--- src/rtl/addr_filter_pkg.sv ---
// Package: shared constants and the CRC-32 byte step for the address filter.
// Assumes bytes enter the CRC least significant bit first (reflected form).
package addr_filter_pkg;

    localparam int          BYTE_W     = 8;
    localparam int          ADDR_BYTES = 6;
    localparam int          ADDR_W     = ADDR_BYTES * BYTE_W;
    localparam int          CRC_W      = 32;
    localparam logic [31:0] CRC_POLY_R = 32'hEDB88320;
    localparam logic [31:0] CRC_SEED   = 32'hFFFF_FFFF;

    // Advance the reflected CRC register by one byte, least significant bit first.
    function automatic logic [CRC_W-1:0] crc_step(input logic [CRC_W-1:0] c,
                                                  input logic [BYTE_W-1:0] d);
        logic [CRC_W-1:0] r;
        r = c;
        for (int b = 0; b < BYTE_W; b++) begin
            r = (r >> 1) ^ (CRC_POLY_R & {CRC_W{r[0] ^ d[b]}});
        end
        return r;
    endfunction

endpackage

--- src/rtl/frame_tracker.sv ---
// Module: frame_tracker
// Follows frame boundaries in the receive stream. It counts the address bytes,
// shifts them into an address register and runs the CRC over them. It flags
// the cycle in which the last address byte is taken, and it offers the
// complete address and CRC as next-state values in that same cycle.
// Assumes one byte per valid cycle. Bytes after an end marker are ignored
// until the next start marker.
module frame_tracker
    import addr_filter_pkg::*;
(
    input  logic              clk,
    input  logic              rst_n,
    input  logic              rx_valid,
    input  logic [BYTE_W-1:0] rx_data,
    input  logic              rx_sof,
    input  logic              rx_eof,
    output logic [ADDR_W-1:0] addr_cur,
    output logic [CRC_W-1:0]  crc_cur,
    output logic              last_addr_byte,
    output logic              frame_start
);

    localparam int CNT_W = $clog2(ADDR_BYTES + 1);

    logic [CNT_W-1:0]  cnt_q;
    logic              live_q;
    logic [ADDR_W-1:0] addr_q;
    logic [CRC_W-1:0]  crc_q;
    logic              take;

    // Decide whether this byte belongs to the address, and form the next address and CRC.
    always_comb begin
        take           = rx_valid && (rx_sof || (live_q && (cnt_q < CNT_W'(ADDR_BYTES))));
        addr_cur       = {addr_q[ADDR_W-BYTE_W-1:0], rx_data};
        crc_cur        = crc_step(rx_sof ? CRC_SEED : crc_q, rx_data);
        frame_start    = rx_valid && rx_sof;
        last_addr_byte = take && (rx_sof ? (ADDR_BYTES == 1)
                                         : (cnt_q == CNT_W'(ADDR_BYTES - 1)));
    end

    // Hold the byte count, the open-frame flag and the partial address and CRC.
    always_ff @(posedge clk) begin
        if (!rst_n) begin
            cnt_q  <= '0;
            live_q <= 1'b0;
            addr_q <= '0;
            crc_q  <= CRC_SEED;
        end else begin
            if (take) begin
                addr_q <= addr_cur;
                crc_q  <= crc_cur;
                cnt_q  <= rx_sof ? CNT_W'(1) : cnt_q + CNT_W'(1);
            end
            if (rx_valid) begin
                if (rx_eof)      live_q <= 1'b0;
                else if (rx_sof) live_q <= 1'b1;
            end
        end
    end

    // The address count never runs past the address length.
    assert_cnt_bound_R10: assert property (@(posedge clk) disable iff (!rst_n)
        cnt_q <= CNT_W'(ADDR_BYTES));

endmodule

--- src/rtl/addr_classify.sv ---
// Module: addr_classify
// Combinational pass/drop decision for a complete destination address:
// own-address match, broadcast, group hash lookup or promiscuous mode.
// Assumes crc_in is the reflected CRC register after all address bytes.
module addr_classify
    import addr_filter_pkg::*;
#(
    parameter int HASH_BITS = 6,
    localparam int MAP_W    = 1 << HASH_BITS
) (
    input  logic [ADDR_W-1:0] addr_in,
    input  logic [CRC_W-1:0]  crc_in,
    input  logic [ADDR_W-1:0] own_mac,
    input  logic [MAP_W-1:0]  hash_map,
    input  logic              promisc,
    output logic              accept
);

    logic [HASH_BITS-1:0] idx;
    logic                 is_bcast;
    logic                 is_group;
    logic                 own_hit;
    logic                 hash_hit;

    // Classify the address and combine the ways it can pass.
    always_comb begin
        idx      = crc_in[CRC_W-1 -: HASH_BITS];
        is_bcast = &addr_in;
        is_group = addr_in[ADDR_W-BYTE_W];
        own_hit  = (addr_in == own_mac);
        hash_hit = is_group && hash_map[idx];
        accept   = promisc || is_bcast || own_hit || hash_hit;
    end

endmodule

--- src/rtl/verdict_reg.sv ---
// Module: verdict_reg
// Captures the decision when the last address byte is taken, holds it until
// the next start of frame and issues a one-cycle interrupt request for
// accepted frames.
// Assumes a frame start and a last address byte never coincide with the
// default six-byte address.
module verdict_reg (
    input  logic clk,
    input  logic rst_n,
    input  logic frame_start,
    input  logic last_addr_byte,
    input  logic accept_in,
    input  logic promisc,
    output logic verdict_valid,
    output logic verdict_accept,
    output logic irq_pulse
);

    // Capture, hold or clear the verdict and produce the interrupt pulse.
    always_ff @(posedge clk) begin
        if (!rst_n) begin
            verdict_valid  <= 1'b0;
            verdict_accept <= 1'b0;
            irq_pulse      <= 1'b0;
        end else begin
            irq_pulse <= 1'b0;
            if (last_addr_byte) begin
                verdict_valid  <= 1'b1;
                verdict_accept <= accept_in;
                irq_pulse      <= accept_in;
            end else if (frame_start) begin
                verdict_valid  <= 1'b0;
                verdict_accept <= 1'b0;
            end
        end
    end

    assert_irq_one_cycle_R8: assert property (@(posedge clk) disable iff (!rst_n)
        irq_pulse |=> !irq_pulse);

    assert_irq_needs_accept_R8: assert property (@(posedge clk) disable iff (!rst_n)
        irq_pulse |-> (verdict_valid && verdict_accept));

    assert_verdict_hold_R7: assert property (@(posedge clk) disable iff (!rst_n)
        (verdict_valid && !frame_start && !last_addr_byte)
        |=> (verdict_valid && $stable(verdict_accept)));

    assert_promisc_pass_R6: assert property (@(posedge clk) disable iff (!rst_n)
        (last_addr_byte && promisc) |=> verdict_accept);

    assert_sof_clears_R9: assert property (@(posedge clk) disable iff (!rst_n)
        (frame_start && !last_addr_byte) |=> !verdict_valid);

endmodule

--- src/rtl/rx_addr_filter.sv ---
// Module: rx_addr_filter (top)
// Receive-path destination address filter: accepts own unicast, broadcast,
// hashed multicast or any frame in promiscuous mode, with a held verdict and
// a one-cycle interrupt request for accepted frames.
// Assumes the first stream byte of the address carries address bits 47:40.
module rx_addr_filter
    import addr_filter_pkg::*;
#(
    parameter int HASH_BITS = 6,
    localparam int MAP_W    = 1 << HASH_BITS
) (
    input  logic              clk,
    input  logic              rst_n,
    input  logic              rx_valid,
    input  logic [BYTE_W-1:0] rx_data,
    input  logic              rx_sof,
    input  logic              rx_eof,
    input  logic [ADDR_W-1:0] own_mac,
    input  logic [MAP_W-1:0]  hash_map,
    input  logic              promisc,
    output logic              verdict_valid,
    output logic              verdict_accept,
    output logic              irq_pulse
);

    logic [ADDR_W-1:0] addr_cur;
    logic [CRC_W-1:0]  crc_cur;
    logic              last_addr_byte;
    logic              frame_start;
    logic              accept;

    frame_tracker u_track (
        .clk            (clk),
        .rst_n          (rst_n),
        .rx_valid       (rx_valid),
        .rx_data        (rx_data),
        .rx_sof         (rx_sof),
        .rx_eof         (rx_eof),
        .addr_cur       (addr_cur),
        .crc_cur        (crc_cur),
        .last_addr_byte (last_addr_byte),
        .frame_start    (frame_start)
    );

    addr_classify #(.HASH_BITS(HASH_BITS)) u_class (
        .addr_in  (addr_cur),
        .crc_in   (crc_cur),
        .own_mac  (own_mac),
        .hash_map (hash_map),
        .promisc  (promisc),
        .accept   (accept)
    );

    verdict_reg u_verdict (
        .clk            (clk),
        .rst_n          (rst_n),
        .frame_start    (frame_start),
        .last_addr_byte (last_addr_byte),
        .accept_in      (accept),
        .promisc        (promisc),
        .verdict_valid  (verdict_valid),
        .verdict_accept (verdict_accept),
        .irq_pulse      (irq_pulse)
    );

    // A broadcast address taken as the last address byte always yields a pass.
    assert_bcast_pass_R3: assert property (@(posedge clk) disable iff (!rst_n)
        (last_addr_byte && (&addr_cur)) |=> (verdict_valid && verdict_accept));

endmodule

--- config.mk ---
export PLATFORM = sky130hd
export DESIGN_NAME = rx_addr_filter
export DESIGN_NICKNAME = d
export VERILOG_FILES = /design/src/rtl/addr_filter_pkg.sv /design/src/rtl/frame_tracker.sv /design/src/rtl/addr_classify.sv /design/src/rtl/verdict_reg.sv /design/src/rtl/rx_addr_filter.sv
export SDC_FILE = /design/constraint.sdc
export NUM_CORES = 1
export LEC_CHECK = 0
export ABC_AREA = 0
export BUFFER_PORTS_ARGS = -buffer_cell sky130_fd_sc_hd__buf_2
export CAP_MARGIN = 20
export CELL_PAD_IN_SITES_DETAIL_PLACEMENT = 0
export CELL_PAD_IN_SITES_GLOBAL_PLACEMENT = 2
export CORE_ASPECT_RATIO = 2
export CORE_UTILIZATION = 32
export DETAILED_ROUTE_END_ITERATION = 10
export PLACE_DENSITY_LB_ADDON = 0.25
export SYNTH_ARGS = -nofsm -noshare
export SYNTH_HDL_FRONTEND = slang
export SYNTH_SLANG_ARGS = --single-unit
--- constraint.sdc ---
create_clock -name clk -period 4.6 [get_ports clk]
set_input_delay 1.38 -clock clk [delete_from_list [all_inputs] [get_ports clk]]
set_output_delay 1.38 -clock clk [all_outputs]
set_load 0.03 [all_outputs]
After elaboration in Yosys (flattened, before gate mapping)

Index checks and enable logic that the tools add are counted.

Register bits after elaboration: 79
Input port bits: 126
Output and inout port bits: 3
Word-level logic and storage cells: 52

$add $sub $neg: 1
Magnitude comparators: 2
Eq/ne operators: 2
Muxes and demuxes: 10
Bitwise gates (word level): 16
Reductions and logical operators: 14

Operators with widths:

| kind                | number |
|---|---|
| $xor 31x32->32      | 8 |
| $eq 48x48->1        | 1 |
| $reduce_and 48->1   | 1 |
| $mux 32             | 1 |
| $xor 1x1->1         | 8 |
| $lt 6x7->1 const B  | 1 |
| $mux 1              | 7 |
| $bmux 1 s6          | 1 |
| $logic_and 1x1->1   | 5 |
| $logic_or 1x1->1    | 4 |
| $reduce_and 2->1    | 2 |
| $reduce_bool 2->1   | 2 |
| $add 3x1->3 const B | 1 |
| $eq 3x3->1 const B  | 1 |
| $lt 3x3->1 const B  | 1 |
| $mux 3              | 1 |

Longest topological paths before layout

Word-level depth: 22
Depth in mapped cells: 12
Depth with buffers taken out: 10

Modules after synthesis

A second synthesis with hierarchy kept.

Cell total of the unflattened synthesis: 624
Area total of the unflattened synthesis: 5302.6 um^2

Modules (own cells, without submodules):

| module        | instances | cells an instance | area each (um^2) | sequential area each (um^2) |
|---|---|---|---|---|
| frame_tracker | 1         | 493               | 4021.4           | 1521.5 |
| addr_classify | 1         | 123               | 1176.1           | 0.0 |
| verdict_reg   | 1         | 8                 | 105.1            | 60.1 |

Worst setup path before layout

OpenSTA, ideal clock, no wires.

Kind: input to register
Start point: in rx_data[1]
End point: reg u_verdict.verdict_accept
Setup time: 136 ps
Arrival: 3840 ps
Data required time: 4464 ps
Slack: 624 ps
Cell stages on the path: 10
Buffers on the path: 2
Path through: clkbuf_1 -> xor2_1 -> xnor3_1 -> xnor3_2 -> buf_6 -> mux4_2 -> a211oi_2 -> nand2_1 -> o21ai_2 -> o22ai_1

Longest elaborated chain between the ends: 14
Elaborated cells on any way between the ends: 18
Those cells by class: 1 x eq/ne; 3 x mux; 9 x bitwise; 5 x reduce/logical

Ends and longest elaborated chain:

| item                         | line                  | source |
|---|---|---|
| start, declared              | rx_addr_filter.sv:15  | `input logic [BYTE_W-1:0] rx_data,` |
| $xor 1x1->1                  | addr_filter_pkg.sv:18 | `r = (r >> 1) ^ (CRC_POLY_R & {CRC_W{r[0] ^ d[b]}});` |
| $xor 31x32->32 (6 in series) | addr_filter_pkg.sv:18 |  |
| $xor 1x1->1                  | addr_filter_pkg.sv:18 |  |
| $xor 31x32->32               | addr_filter_pkg.sv:18 |  |
| $bmux 1 s6                   | addr_classify.sv:31   | `hash_hit = is_group && hash_map[idx];` |
| $mux 1 (implied by the code) | addr_classify.sv:31   |  |
| $logic_and 1x1->1            | addr_classify.sv:31   |  |
| $logic_or 1x1->1 *           | addr_classify.sv:32   | `accept = promisc \|\| is_bcast \|\| own_hit \|\| hash_hit;` |
| $mux 1 *                     | verdict_reg.sv:27     | `if (last_addr_byte) begin` |
| end signal, assigned         | verdict_reg.sv:29     | `verdict_accept <= accept_in;` |
| end, declared                | verdict_reg.sv:15     | `output logic verdict_accept,` |

Mark *: on every way between the ends. The rest lies on a longest branch, timed or not. The select of a mux whose other input is x is not followed.
A chain may end at the register's enable or synchronous reset.

Final worst setup path

Start point: in rx_data[6]
End point: reg u_verdict.verdict_accept

Longest elaborated chain between the ends: 8
Elaborated cells on any way between the ends: 12
Those cells by class: 1 x eq/ne; 3 x mux; 3 x bitwise; 5 x reduce/logical

Ends and longest elaborated chain:

| item                         | line |
|---|---|
| $xor 1x1->1                  | addr_filter_pkg.sv:18 |
| $xor 31x32->32 (2 in series) | addr_filter_pkg.sv:18 |
| $bmux 1 s6                   | addr_classify.sv:31 |
| $mux 1 (implied by the code) | addr_classify.sv:31 |
| $logic_and 1x1->1            | addr_classify.sv:31 |
| $logic_or 1x1->1 *           | addr_classify.sv:32 |
| $mux 1 *                     | verdict_reg.sv:27 |

Marks and branches as above.

==> impl_metrics.env <==
export IMPL_port_buffers=128
export IMPL_ys_async_sr_fraction_pct=0
export IMPL_worstPathArrival_ns=4.27
export IMPL_met3_usage_pct=2.77
export IMPL_synth_fp_nets=752
export IMPL_cts_resized=0
export IMPL_worstHoldPathCells=2
export IMPL_cp_data_required_time_ns=4.80
export IMPL_synth_edff_count=0
export IMPL_grt_pass1_wl_um=27200
export IMPL_fin_nets=868
export IMPL_relSlewSlack_pct=43.5
export IMPL_reg2reg_depth=9
export IMPL_ff2ff_setup_slack_ns=1.42
export IMPL_netlist_area_um2=5300
export IMPL_drv_slew=0
export IMPL_dp_cells=933
export IMPL_cts_max_path_buffers=2
export IMPL_drc=0
export IMPL_grt_util_met1_pct=21.4
export IMPL_drt_first_pass_iters=4
export IMPL_synth_warning_count=0
export IMPL_initial_utilization_pct=32.6
export IMPL_io_pins=129
export IMPL_antenna_left=0
export IMPL_fin_skew_ns=0.00556
export IMPL_finalNonFillerCells=948
export IMPL_peakVddDrop_uv=229
export IMPL_grtUsageTotal_pct=21.4
export IMPL_clk_pin_slew_ns=0.06
export IMPL_status="completed"
export IMPL_core_area_um2=16300
export IMPL_powerDensity_nw_per_um2=369
export IMPL_fin_setup_tns_ns=0
export IMPL_postPlaceCellArea_um2=6180
export IMPL_grt_max_degree=75
export IMPL_ys_types=56
export IMPL_drtIter0Drc=216
export IMPL_grt_use_met2_pct=41.9
export IMPL_cts_tree="built"
export IMPL_routabilityCongestion=0.958
export IMPL_ys_flop_type="dfxtp_1"
export IMPL_clkLatencyLatePin_ns=0.34
export IMPL_hpwl_um=14000
export IMPL_wire_per_inst_um=18.6
export IMPL_final_cell_area_um2=6460
export IMPL_top_usage_layer="met2"
export IMPL_grt_pass1_vias=4924
export IMPL_p_leak_uw=0.00246
export IMPL_cts_num_sinks=79
export IMPL_h_tree_depth=3
export IMPL_fin_crit_ns=4.08
export IMPL_clock_tree_root_cell="clkbuf_16"
export IMPL_yosys_register_bits=79
export IMPL_hold_worst_slack_ns=0.484
export IMPL_end_kind="flop"
export IMPL_n_antenna_cell=0
export IMPL_hp_class="reg2reg"
export IMPL_start_kind="input port"
export IMPL_synth_area_per_cell_um2=8.50
export IMPL_finish_utilization_pct=39.7
export IMPL_worst_slew_pin_transition_ns=0.844
export IMPL_postCtsHoldBufs=0
export IMPL_syn_inst=624
export IMPL_finalSetupViolations=0
export IMPL_rows=66
export IMPL_routed_via_density=5.10
export IMPL_syn2layout_area_growth_pct=21.9
export IMPL_path_class="in2reg"
export IMPL_drive_above_1_share_pct=25.0
export IMPL_synth_seq_area_share_pct=29.8
export IMPL_die_area_um2=17100
export IMPL_cts_setup_buffers=0
export IMPL_fmax_ghz=0.245
export IMPL_die_h_um=184
export IMPL_drt_wl_total_um=17600
export IMPL_cts_buffers=9
export IMPL_antenna_found_initial=0
export IMPL_finalHoldViolCount=0
export IMPL_maxCapViolCount=0
export IMPL_n_fill_cell=1692
export IMPL_final_period_utilization_pct=88.6
export IMPL_vias=4837
export IMPL_crit_fanout=12
export IMPL_rsz0062_at_grt="no"
export IMPL_overflow=0
export IMPL_fp_dieW_um=93.0
[per-stage QoR]
step / setup slack [ns] / power, µW
6_report: 0.524 / 2380
5_1_grt: 0.377 / 2520
4_1_cts: 0.535 / 2410
3_5_place_dp: 0.178 / 1740
3_3_place_gp: 0.219 / 1730
2_1_floorplan: 0.624 / 1480
[critical path, cell delays in order]
cell	delay (ns)
buf_2	0.15
xnor2_1	0.32
or3_1	0.35
nand2_8	0.11
xnor3_2	0.67
mux4_2	0.56
nor4_1	0.20
o31ai_1	0.16
a41oi_1	0.25
o22ai_1	0.12
[synth_stat cells (5+ instances only)]
cell | count | area share (%)
mux4_2 | 9 | 3.8
a21oi_1 | 8 | 0.76
dfxtp_1 | 79 | 30
clkbuf_1 | 34 | 2.4
o211ai_1 | 31 | 4.4
a21boi_0 | 41 | 5.8
nand2_1 | 126 | 8.9
nand4_1 | 27 | 3.2
xor2_1 | 18 | 3.0
nand3_1 | 11 | 1.0
o21ai_0 | 6 | 0.57
nor2_1 | 40 | 2.8
nor4_1 | 7 | 0.83
xnor2_1 | 115 | 19
buf_2 | 5 | 0.47
[routing by layer]
metal | vias up | wire length, µm | part of all wire (%)
met5 | - | 0 | 0
met4 | 0 | 625 | 3.5
met3 | 22 | 688 | 3.9
met2 | 134 | 10100 | 57
met1 | 2314 | 6190 | 35
li1 | 2367 | - | -
[where the power goes]
group / switching, µW / leakage, µW / internal, µW
clock network: 282 / 0.000138 / 391
registers: 36.8 / 0.000646 / 724
logic: 483 / 0.00168 / 467
[state kept, by name, indices dropped and copies added (netlist names)]
name	count
u_verdict.verdict_valid	1
u_verdict.irq_pulse	1
u_track.crc_q	32
u_verdict.verdict_accept	1
u_track.live_q	1
u_track.cnt_q	3
u_track.addr_q	40
[final timing paths]
kind | end | start
worst min-delay path | u_track.crc_q[13]$_SDFFE_PN1P_ | u_track.crc_q[13]$_SDFFE_PN1P_
worst min register to register | u_track.crc_q[13]$_SDFFE_PN1P_ | u_track.crc_q[13]$_SDFFE_PN1P_
worst max register to register | u_verdict.verdict_accept$_SDFFE_PN0P_ | u_track.crc_q[6]$_SDFFE_PN1P_
worst max-delay path | u_verdict.verdict_accept$_SDFFE_PN0P_ | rx_data[6]
[area by class of cell]
type,instances,area [µm²],area share [%]
clock buffer,12,256,3.97
clock inverter,3,18.8,0.291
inverter,2,7.51,0.116
multi-input combinational,498,3520,54.5
sequential,79,1580,24.5
tap,204,255,3.95
timing repair buffer,150,818,12.7
[placed cells by master (no fill, tap or decap), drive strengths merged, types with 8 or more instances in the layout]
cell type	netlist	final
nor2	40	40
xnor2	120	120
mux4	11	11
a21boi	41	41
nand3	11	11
dfxtp	79	79
clkbuf	34	12
buf	11	150
a21oi	8	8
nand2	127	127
o21ai	8	8
o211ai	31	31
nand4	27	27
xor2	18	18
[logic make-up (layout without fill, tap and decap cells)]
kind of cell | Yosys count | count (layout) | synth area share [%]
adders and majority gates | 2 | 2 | 0.472
muxes | 16 | 16 | 5.78
and+or+nand+nor | 231 | 231 | 19.4
DFF | 79 | 79 | 29.8
buffers and inverters | 47 | 167 | 3.94
xor gates and xnor gates | 142 | 142 | 25.7
AOI/OAI and AO/OA | 107 | 107 | 14.9
Power figures use the tool's default switching activity.
